### config.mk
export PLATFORM = sky130hd
export DESIGN_NAME = flash_cmd_gate
export DESIGN_NICKNAME = d
export VERILOG_FILES = /design/src/rtl/fgate_pkg.sv /design/src/rtl/fgate_id_match.sv /design/src/rtl/fgate_region.sv /design/src/rtl/fgate_core.sv /design/src/rtl/flash_cmd_gate.sv
export SDC_FILE = /design/constraint.sdc
export NUM_CORES = 1
export LEC_CHECK = 0
export ABC_AREA = 1
export CAP_MARGIN = 20
export CORE_ASPECT_RATIO = 0.9
export CORE_UTILIZATION = 31
export DETAILED_ROUTE_END_ITERATION = 8
export PLACE_DENSITY = 0.76
export SLEW_MARGIN = 20
export SYNTH_ARGS = -nofsm -noshare
export SYNTH_HDL_FRONTEND = slang
export SYNTH_SLANG_ARGS = --single-unit
### constraint.sdc
create_clock -name clk -period 1.75 [get_ports clk]
set_clock_uncertainty 0.2 [all_clocks]
set_input_delay 0.35 -clock clk [delete_from_list [all_inputs] [get_ports clk]]
set_output_delay 0.35 -clock clk [all_outputs]
set_load 0.005 [all_outputs]
### src/rtl/fgate_pkg.sv
package fgate_pkg;

    localparam int ID_LEN = 7;
    localparam int ADDR_W = 16;

    localparam logic [15:0] USER_LO = 16'h8000;
    localparam logic [15:0] BLK1_LO = 16'hC000;
    localparam logic [15:0] BLK0_LO = 16'hE000;
    localparam logic [15:0] BOOT_LO = 16'hF000;

    typedef enum logic [1:0] {
        OP_READ  = 2'd0,
        OP_PROG  = 2'd1,
        OP_ERASE = 2'd2,
        OP_STAT  = 2'd3
    } op_e;

    localparam logic [1:0] BLK_NONE = 2'd3;

    typedef struct packed {
        logic       grant;
        logic       reject;
        logic [1:0] blk;
    } verdict_t;

    function automatic logic op_modifies(op_e op);
        return (op == OP_PROG) || (op == OP_ERASE);
    endfunction

endpackage

### src/rtl/fgate_id_match.sv
module fgate_id_match #(
    parameter int ID_LEN = fgate_pkg::ID_LEN
) (
    input  logic                clk,
    input  logic                rst,
    input  logic                id_valid,
    input  logic                id_start,
    input  logic [7:0]          id_byte,
    input  logic [8*ID_LEN-1:0] stored_id,
    output logic                match
);
    localparam int IDX_W = $clog2(ID_LEN + 1);

    logic [7:0]       ref_b [ID_LEN];
    logic [IDX_W-1:0] cnt_q;
    logic             ok_q;
    logic [IDX_W-1:0] pos;
    logic             accept;
    logic             hit;
    logic             ok_n;

    for (genvar g = 0; g < ID_LEN; g++) begin : g_ref
        assign ref_b[g] = stored_id[8*g +: 8];
    end

    always_comb begin
        pos    = id_start ? '0 : cnt_q;
        accept = id_valid && (id_start ||
                 (cnt_q != '0 && cnt_q < IDX_W'(ID_LEN)));
        hit    = (pos < IDX_W'(ID_LEN)) && (id_byte == ref_b[pos]);
        ok_n   = (id_start ? 1'b1 : ok_q) && hit;
        match  = accept && ok_n && (pos == IDX_W'(ID_LEN - 1));
    end

    always_ff @(posedge clk) begin
        if (rst) begin
            cnt_q <= '0;
            ok_q  <= 1'b0;
        end else if (accept) begin
            cnt_q <= pos + IDX_W'(1);
            ok_q  <= ok_n;
        end
    end
endmodule

### src/rtl/fgate_region.sv
module fgate_region #(
    parameter int                ADDR_W  = fgate_pkg::ADDR_W,
    parameter logic [ADDR_W-1:0] USER_LO = ADDR_W'(fgate_pkg::USER_LO),
    parameter logic [ADDR_W-1:0] BLK1_LO = ADDR_W'(fgate_pkg::BLK1_LO),
    parameter logic [ADDR_W-1:0] BLK0_LO = ADDR_W'(fgate_pkg::BLK0_LO),
    parameter logic [ADDR_W-1:0] BOOT_LO = ADDR_W'(fgate_pkg::BOOT_LO)
) (
    input  logic [ADDR_W-1:0] addr,
    input  logic              area_sel,
    output logic              in_range,
    output logic [1:0]        blk
);
    import fgate_pkg::*;

    always_comb begin
        in_range = area_sel ? (addr >= BOOT_LO) : (addr >= USER_LO);
        if (area_sel)             blk = BLK_NONE;
        else if (addr >= BLK0_LO) blk = 2'd0;
        else if (addr >= BLK1_LO) blk = 2'd1;
        else if (addr >= USER_LO) blk = 2'd2;
        else                      blk = BLK_NONE;
    end
endmodule

### src/rtl/fgate_core.sv
module fgate_core (
    input  logic                clk,
    input  logic                rst,
    input  logic                cmd_valid,
    input  fgate_pkg::op_e      op,
    input  logic                area_sel,
    input  logic                in_range,
    input  logic [1:0]          blk,
    input  logic                flash_blank,
    input  logic                id_match,
    output fgate_pkg::verdict_t verdict,
    output logic                unlocked,
    output logic                err_sticky
);
    import fgate_pkg::*;

    verdict_t vd_n;
    logic     open_now;
    logic     deny;

    always_comb begin
        open_now    = unlocked || flash_blank;
        deny        = !open_now || !in_range || (area_sel && op_modifies(op));
        vd_n.grant  = cmd_valid && !deny;
        vd_n.reject = cmd_valid && deny;
        vd_n.blk    = vd_n.grant ? blk : BLK_NONE;
    end

    always_ff @(posedge clk) begin
        if (rst) begin
            verdict    <= '{grant: 1'b0, reject: 1'b0, blk: BLK_NONE};
            unlocked   <= 1'b0;
            err_sticky <= 1'b0;
        end else begin
            verdict    <= vd_n;
            unlocked   <= unlocked || flash_blank || id_match;
            err_sticky <= err_sticky || vd_n.reject;
        end
    end
endmodule

### src/rtl/flash_cmd_gate.sv
module flash_cmd_gate #(
    parameter int ID_LEN = fgate_pkg::ID_LEN,
    parameter int ADDR_W = fgate_pkg::ADDR_W
) (
    input  logic                clk,
    input  logic                rst,
    input  logic                id_valid,
    input  logic                id_start,
    input  logic [7:0]          id_byte,
    input  logic [8*ID_LEN-1:0] stored_id,
    input  logic                flash_blank,
    input  logic                cmd_valid,
    input  logic [1:0]          cmd_op,
    input  logic [ADDR_W-1:0]   cmd_addr,
    input  logic                area_sel,
    output logic                cmd_grant,
    output logic                cmd_reject,
    output logic [1:0]          blk_idx,
    output logic                unlocked,
    output logic                err_sticky
);
    import fgate_pkg::*;

    logic     id_hit;
    logic     in_range;
    logic [1:0] blk;
    verdict_t verdict;

    fgate_id_match #(.ID_LEN(ID_LEN)) u_id (
        .clk(clk), .rst(rst), .id_valid(id_valid), .id_start(id_start),
        .id_byte(id_byte), .stored_id(stored_id), .match(id_hit)
    );

    fgate_region #(.ADDR_W(ADDR_W)) u_region (
        .addr(cmd_addr), .area_sel(area_sel), .in_range(in_range), .blk(blk)
    );

    fgate_core u_core (
        .clk(clk), .rst(rst), .cmd_valid(cmd_valid), .op(op_e'(cmd_op)),
        .area_sel(area_sel), .in_range(in_range), .blk(blk),
        .flash_blank(flash_blank), .id_match(id_hit), .verdict(verdict),
        .unlocked(unlocked), .err_sticky(err_sticky)
    );

    assign cmd_grant  = verdict.grant;
    assign cmd_reject = verdict.reject;
    assign blk_idx    = verdict.blk;
endmodule

==> results of run 1 <==
## critical path, stage by stage, from the launching register on
cell and delay, ns:
dfxtp_1 0.32, buf_4 0.13, nand2_1 0.15, buf_12 0.15
nand3_1 0.07, nand3_1 0.11, nand2_1 0.07, nand2_1 0.05
nand2_1 0.05, nor2_1 0.08, nand2_1 0.07, nor2_2 0.11
nand3_1 0.10, a21oi_2 0.12
## stage by stage
stage	setup slack (ns)	area, sq um
3_5_place_dp	-0.7926	2252
4_1_cts	-0.07099	2370
5_1_grt	-0.2192	2396
2_1_floorplan	0.01308	1236
6_report	-0.08059	2396
3_3_place_gp	-0.7226	2252
## final cells by class
type	instances	area, sq um
clock buffers	4	55.05
fillers	347	1361
multi-input cells	180	894.6
inverters	32	127.6
flip-flops and latches	10	203.9
well taps	46	57.56
repair buffers	106	1057
## where the power goes
group	switching (W)	leakage [nW]	internal, W
Sequential	0.0000110	0.0829	0.000243
Clock	0.0000842	0.0288	0.000197
Combinational	0.000232	1.09	0.000311
Total	0.000327	1.20	0.000751
## routing by layer
| metal | GRT usage | vias up | part of all wire |
|---|---|---|---|
| met1 | 0.2663 | 776 | 0.47 |
| met4 | 0.01786 | 0 | 0.0044 |
| met2 | 0.3459 | 46 | 0.47 |
| met5 | 0 | - | 0 |
| li1 | - | 941 | - |
| met3 | 0.03650 | 2 | 0.057 |
## flip-flops by register name, indices dropped and copies added (netlist names)
| name | count |
|---|---|
| u_core.err_sticky | 1 |
| u_core.unlocked | 1 |
| u_core.verdict | 4 |
| u_id.cnt_q | 3 |
| u_id.ok_q | 1 |
## worst max path at each step
stage / slack [ns] / startpoint / cells past startpoint / endpoint
CTS: -0.07 / u_id.cnt_q[0] / 12 / u_core.unlocked
global route: -0.22 / u_id.cnt_q[0] / 12 / u_core.unlocked
global placement: -0.72 / id_start / 13 / u_core.unlocked
finish: -0.08 / u_id.cnt_q[1] / 13 / u_core.unlocked
floorplan: 0.01 / id_start / 13 / u_core.unlocked
detailed placement: -0.79 / id_start / 13 / u_core.unlocked
## cells in the final DEF, fill, tap and decap left out, drive strengths merged, types with 2 or more instances in the layout
cell | Yosys | layout
dlymetal6s2s | 0 | 3
xor2 | 2 | 2
nand3b | 3 | 3
clkdlybuf4s50 | 0 | 78
inv | 32 | 32
a21oi | 5 | 5
nand3 | 36 | 36
nor3 | 2 | 2
dfxtp | 10 | 10
ha | 2 | 2
o21ai | 12 | 12
buf | 8 | 25
a31oi | 4 | 4
nor2 | 21 | 21
clkbuf | 0 | 4
nand2 | 85 | 87
## timing repair
item | CTS | global route
setup buffers | 1 | 0
gates cloned | 1 | 1
setup endpoints to repair | 6 | 4
resized for setup | 16 | 6
hold endpoints to repair | 0 | 0
pin swaps | 3 | 4
## logic make-up after synthesis
kind of cell               share of synthesized area
and+or+nand+nor                               0.5233
buffers and inverters                         0.1562
AOI/OAI and AO/OA                             0.1237
DFF                                           0.1623
xor gates and xnor gates                     0.01420
adders and majority gates                    0.02028
==> out/results.md, run 1 <==
## Status
* finished, violations left — run status
* negative setup slack — failing checks

## Critical path
* 13 — length in cells of the worst reg-to-reg path
* flop to flop — start-to-end type of the worst setup path
* -0.08 ns — reg-to-reg slack, setup
* u_core.unlocked — capture point of the worst reg-to-reg path
* flop — crit end category
* 1.80 ns — critical path data arrival time
* 10 — maximum fanout along the worst path
* u_id.cnt_q[1] — launch instance of the worst register-to-register path
* 1.72 ns — Worst EP required
* flop — crit start category

## Final layout
* 94.22% — area growth from synthesis to layout
* 0.1506 — fraction of layout instances using a drive strength above 1
* 378 — Layout Cells excl Fill
* 424 — Final nets
* 0 — antenna diode count
* 0.6377 — Final Core Density

## Global route
* 0.1994 — gr usage total
* 0 — remaining global-route overflow
* 14 — pin count of the biggest net entering global routing
* 1,556 — via count of the first global-routing pass
* 6430 um — global-route wire length before repair
* 0 — initial antenna violation count

## Yosys
* 0 — number of warning messages in the yosys log
* 228 — Syn Inst Count
* 10 — synthesis-stage register bit count
* nand2_1 25%, dfxtp_1 16%, nand3_1 15% — largest cells by area after synthesis
* 0 — Synth async-reset ratio
* 83 x nand2_1, 36 x nand3_1, 30 x inv_1, 18 x nor2_1 — most common library cells after synthesis
* 5.411 sq um — mean instance size in the synthesized netlist
* nand2_1 — top-count cell post-synth
* 319 — nets in the synthesized netlist
* 0.2525 — area share of the leading cell type in the synthesized netlist
* 0 — number of flops mapped to enable cells by yosys
* 0.1623 — sequential fraction of the synthesis area
* dfxtp_1 — main flop type after synthesis
* 29 — number of different library cells in the post-synthesis netlist
* 1234 sq um — summed instance area of the synthesized netlist
* nand2_1 — post-synth top area cell

## Placed design
* 0.8553 — placer congestion estimate
* 82 — port buffer count
* 3375 um — HPWL reported at the end of detailed placement
* 371 — number of placed cells counting well taps

## Clock tree
* 0.23 ns — later-pin clock latency in the skew report
* 10 — clock sink count
* 0.05 ns — post-CTS clock slew at the launch and capture registers of the worst setup and hold paths
* 3 — cts bufs inserted
* 0 — count of hold-fix buffers inserted at cts
* 2 — clock buffer depth
* clkbuf_8 — clock root buffer
* 1 — H-tree depth
* yes — clock tree from TritonCTS

## Timing
* 1.831 ns — minimum period implied by the final worst setup slack
* 0.1716 ns — Hold Worst Slack
* -0.1153 ns — Setup Total Neg Slack
* 1.046 — final cycle utilization of the critical path
* 0.2048 ns — actual slew at the worst max-slew pin
* 0 — total count of max-transition violations in the final report
* -0.08059 ns — least setup slack across all paths after layout
* 0.5463 GHz — fmax
* true — setup repair after global routing missed its margin
* 0.8620 — headroom to the max-slew limit
* 0 — Final Hold Viols
* 2 — total setup violations reported at the end of the flow

## Detailed routing
* 4 — first-pass iteration count of the detailed router
* 1,765 — vias after detailed routing
* 80 — number of design-rule violations left by the first detailed-router iteration
* 11.52 um — average detailed-routed wire length per instance
* 0 — Post-route DRC
* 0 — post-route antenna net violation count
* 4356 um — wire length reported by the detailed router
* 4.669 — via density per instance

## Hold path
* primary input to flop — type of the most critical hold path
* 2 — depth of the worst hold-timing path
* u_core.verdict[1] — hold worst-path end
* cmd_addr[14] — startpoint of the most critical hold path

## Die
* 3757 sq um — placeable core region
* 4236 sq um — total die area
* 95 — IO Count
* 21 — number of placement rows
* 61.85 um — Die H
* 68.50 um — Die X-Extent
* 0.3283 — initial core utilization

## Flow run
* 0 — number of maximum-capacitance constraint violations

## Power
* 450.1 nW/um^2 — total power per unit cell area
* 0.001078 W — total chip power
* 1.198 nW — Static Leak
* 0.6160 mV — highest ir drop seen on vdd

Note: power is estimated with default switching activity, not from simulation.
==> inputs of run 2 (changes only) <==
--- a/config.mk
+++ b/config.mk
@@ -11,6 +11,7 @@
 export CORE_UTILIZATION = 31
 export DETAILED_ROUTE_END_ITERATION = 8
 export PLACE_DENSITY = 0.76
+export RECOVER_POWER = 100
 export SLEW_MARGIN = 20
 export SYNTH_ARGS = -nofsm -noshare
 export SYNTH_HDL_FRONTEND = slang
==> run 2 against run 1 <==
The flow still finishes with violations (negative setup slack). Final area fell by 0.31%. Non-clock buffer count did not move. Count of clock-buffer cells in the layout did not move. Routed wire length barely moved. Register-to-register slack barely moved. Worst hold slack barely moved. Sequential cell count did not move. Via count fell by 0.28%. Critical path depth did not move. Sequential share of layout area barely moved. Total power fell by 0.38%. Critical endpoint unchanged. Highest routed layer unchanged.
==> out/results.md, run 2 (synthesized netlist as in run 1, its figures left out) <==
## Detailed routing
* 4352 um — wire length reported by the detailed router, about the same
* 11.51 um — average detailed-routed wire length per instance, about the same
* 0 — post-route antenna net violation count, unchanged
* 75 — number of design-rule violations left by the first detailed-router iteration, -6.3%
* 4.656 — via density per instance, -0.28%
* 1,760 — vias after detailed routing, -0.28%
* 0 — Post-route DRC, unchanged
* 4 — first-pass iteration count of the detailed router, unchanged

## Power
* 1.197 nW — Static Leak, about the same
* 0.3043 — fraction of power spent switching nets, +0.0007350
* 0.0007474 W — Internal Power, -0.49%
* 0.0003269 W — switching component of the power, -0.14%
* 0.502 — combinational share of power, -0.002
* 0.236 — part of the total power dissipated in sequential elements, about the same
* 0.001074 W — total chip power, -0.38%
* 449.8 nW/um^2 — total power per unit cell area, about the same
* 0.262 — clock network fraction of design power, about the same
* 0.6096 mV — highest ir drop seen on vdd, -1.0%

## Clock tree
* 1 — H-tree depth, unchanged
* 0.23 ns — later-pin clock latency in the skew report, about the same
* 0 — count of hold-fix buffers inserted at cts, unchanged
* yes — clock tree from TritonCTS
* 2 — clock buffer depth, unchanged
* 10 — clock sink count, unchanged
* clkbuf_8 — clock root buffer
* 3 — cts bufs inserted, unchanged
* 0.05 ns — post-CTS clock slew at the launch and capture registers of the worst setup and hold paths, about the same

## Final layout
* 83 x nand2_1, 73 x clkdlybuf4s50_1, 34 x nand3_1 — highest-count cells in the layout ignoring fill and taps
* u_core.verdict — largest register by flop count
* 0.1476 — fraction of layout instances using a drive strength above 1, -0.003012
* u_core.verdict (4), u_id.cnt_q (3) — biggest registers after layout
* 889.6 sq um — area of combinational cells with multiple inputs, -0.56%
* 4 — number of flip-flops in the largest register, unchanged
* 203.9 sq um — Sequential cell area, unchanged
* 349 — number of filler instances in the final layout, +0.58%
* nand2_1 — most common cell after layout, fill and taps aside
* 0 — antenna diode count, unchanged
* 424 — Final nets, unchanged
* 93.61% — area growth from synthesis to layout
* 378 — Layout Cells excl Fill, unchanged

## Global route
* 0.1994 — gr usage total, unchanged
* 0 — remaining global-route overflow, unchanged
* 14 — pin count of the biggest net entering global routing, unchanged
* 0.2663 — met1 global-route usage, unchanged
* 0 — initial antenna violation count, unchanged
* 0.03650 — grt met3 use, unchanged
* met2 — Top Usage Layer GRT
* 6430 um — global-route wire length before repair, unchanged
* 1,556 — via count of the first global-routing pass, unchanged
* 0.3459 — Global Route met2 Usage, unchanged

## Timing
* 0.8168 — headroom to the max-slew limit, -0.04526
* 0.1713 ns — Hold Worst Slack, -0.0002490 ns
* 1.832 ns — minimum period implied by the final worst setup slack, +0.001813 ns
* 0.5457 GHz — fmax, about the same
* 0.2727 ns — actual slew at the worst max-slew pin, +0.06795 ns
* 2 — total setup violations reported at the end of the flow, unchanged
* -0.08240 ns — least setup slack across all paths after layout, -0.001813 ns
* true — setup repair after global routing missed its margin
* 1.047 — final cycle utilization of the critical path, about the same
* 0 — total count of max-transition violations in the final report, unchanged
* 0 — Final Hold Viols, unchanged

## Die
* 61.85 um — Die H, unchanged
* 68.50 um — Die X-Extent, unchanged
* 4236 sq um — total die area, unchanged
* 3757 sq um — placeable core region, unchanged
* 95 — IO Count, unchanged
* 21 — number of placement rows, unchanged
* 0.3283 — initial core utilization, unchanged

## Placed design
* -0.7926 ns — worst-case setup slack after placement, unchanged
* 3375 um — HPWL reported at the end of detailed placement, unchanged
* 0.8553 — placer congestion estimate, unchanged
* 371 — number of placed cells counting well taps, unchanged
* 82 — port buffer count, unchanged

## Critical path
* flop — crit start category
* 1.72 ns — Worst EP required, about the same
* 10 — maximum fanout along the worst path, unchanged
* 1.80 ns — critical path data arrival time, about the same
* flop — crit end category
* flop to flop — start-to-end type of the worst setup path
* 13 — length in cells of the worst reg-to-reg path, unchanged

## Status
* finished, violations left — run status
* negative setup slack — failing checks

## Hold path
* 2 — depth of the worst hold-timing path, unchanged
* primary input to flop — type of the most critical hold path

## Flow run
* 0 — number of maximum-capacitance constraint violations, unchanged

-- run 2: changes by cell type in the layout (fill, tap and decap cells not counted) --
cell	before	now
buf_4	19	17
nor3_2	1	0
clkbuf_2	0	1
nor3_1	1	2
clkdlybuf4s50_1	78	73
dlygate4sd3_1	0	5
clkbuf_4	0	1
-- run 2: metrics by stage --
step	setup TNS, ns	util	area (sq um)
floorplan	0	-	1236
global placement	-3.325	0.5994	2252
detailed placement	-3.463	0.5994	2252
CTS	-0.09316	0.6307	2370
global route	-0.4984	0.6357	2389
finish	-0.1177	0.6357	2389
-- run 2: worst paths after layout --
kind	from	end	slack (ns)
max	u_id.cnt_q[1]	u_core.unlocked	-0.08
min	cmd_addr[14]	u_core.verdict[1]	0.17
max reg2reg	u_id.cnt_q[1]	u_core.unlocked	-0.08
min reg2reg	u_core.err_sticky	u_core.err_sticky	0.26
-- run 2: cell type report --
type,instances,share of cell area
tap,46,0.02410
timing repair buffer,106,0.4416
clock buffer,4,0.02305
sequential,10,0.08539
inverter,32,0.05343
multi-input combinational,180,0.3724
-- run 2: power groups by stage --
stage	Clock (W)	Sequential [W]	Combinational, W
floorplan	0	0.000257	0.000226
global placement	0	0.000256	0.000503
detailed placement	0	0.000257	0.000507
CTS	0.000291	0.000253	0.000536
global route	0.000308	0.000255	0.000595
finish	0.000282	0.000253	0.000539
-- run 2: routing by layer --
metal,wire length [um],vias to the layer above
met5,0,-
met4,19,0
met3,256,2
met2,2061,47
met1,2014,769
li1,-,942
-- run 2: critical path, stage by stage, from the launching register on --
cell and delay (ns):
dfxtp_1 0.32, buf_4 0.13, nand2_1 0.15, buf_12 0.15
nand3_1 0.07, nand3_1 0.11, nand2_1 0.07, nand2_1 0.05
nand2_1 0.05, nor2_1 0.08, nand2_1 0.07, nor2_2 0.11
nand3_1 0.10, a21oi_2 0.12
-- run 2: repair_timing --
item,4_1_cts,5_1_grt
gates cloned,1,1
pin swaps,3,4
resized for setup,16,6
endpoints found under the setup margin,6,4
buffers inserted,1,0
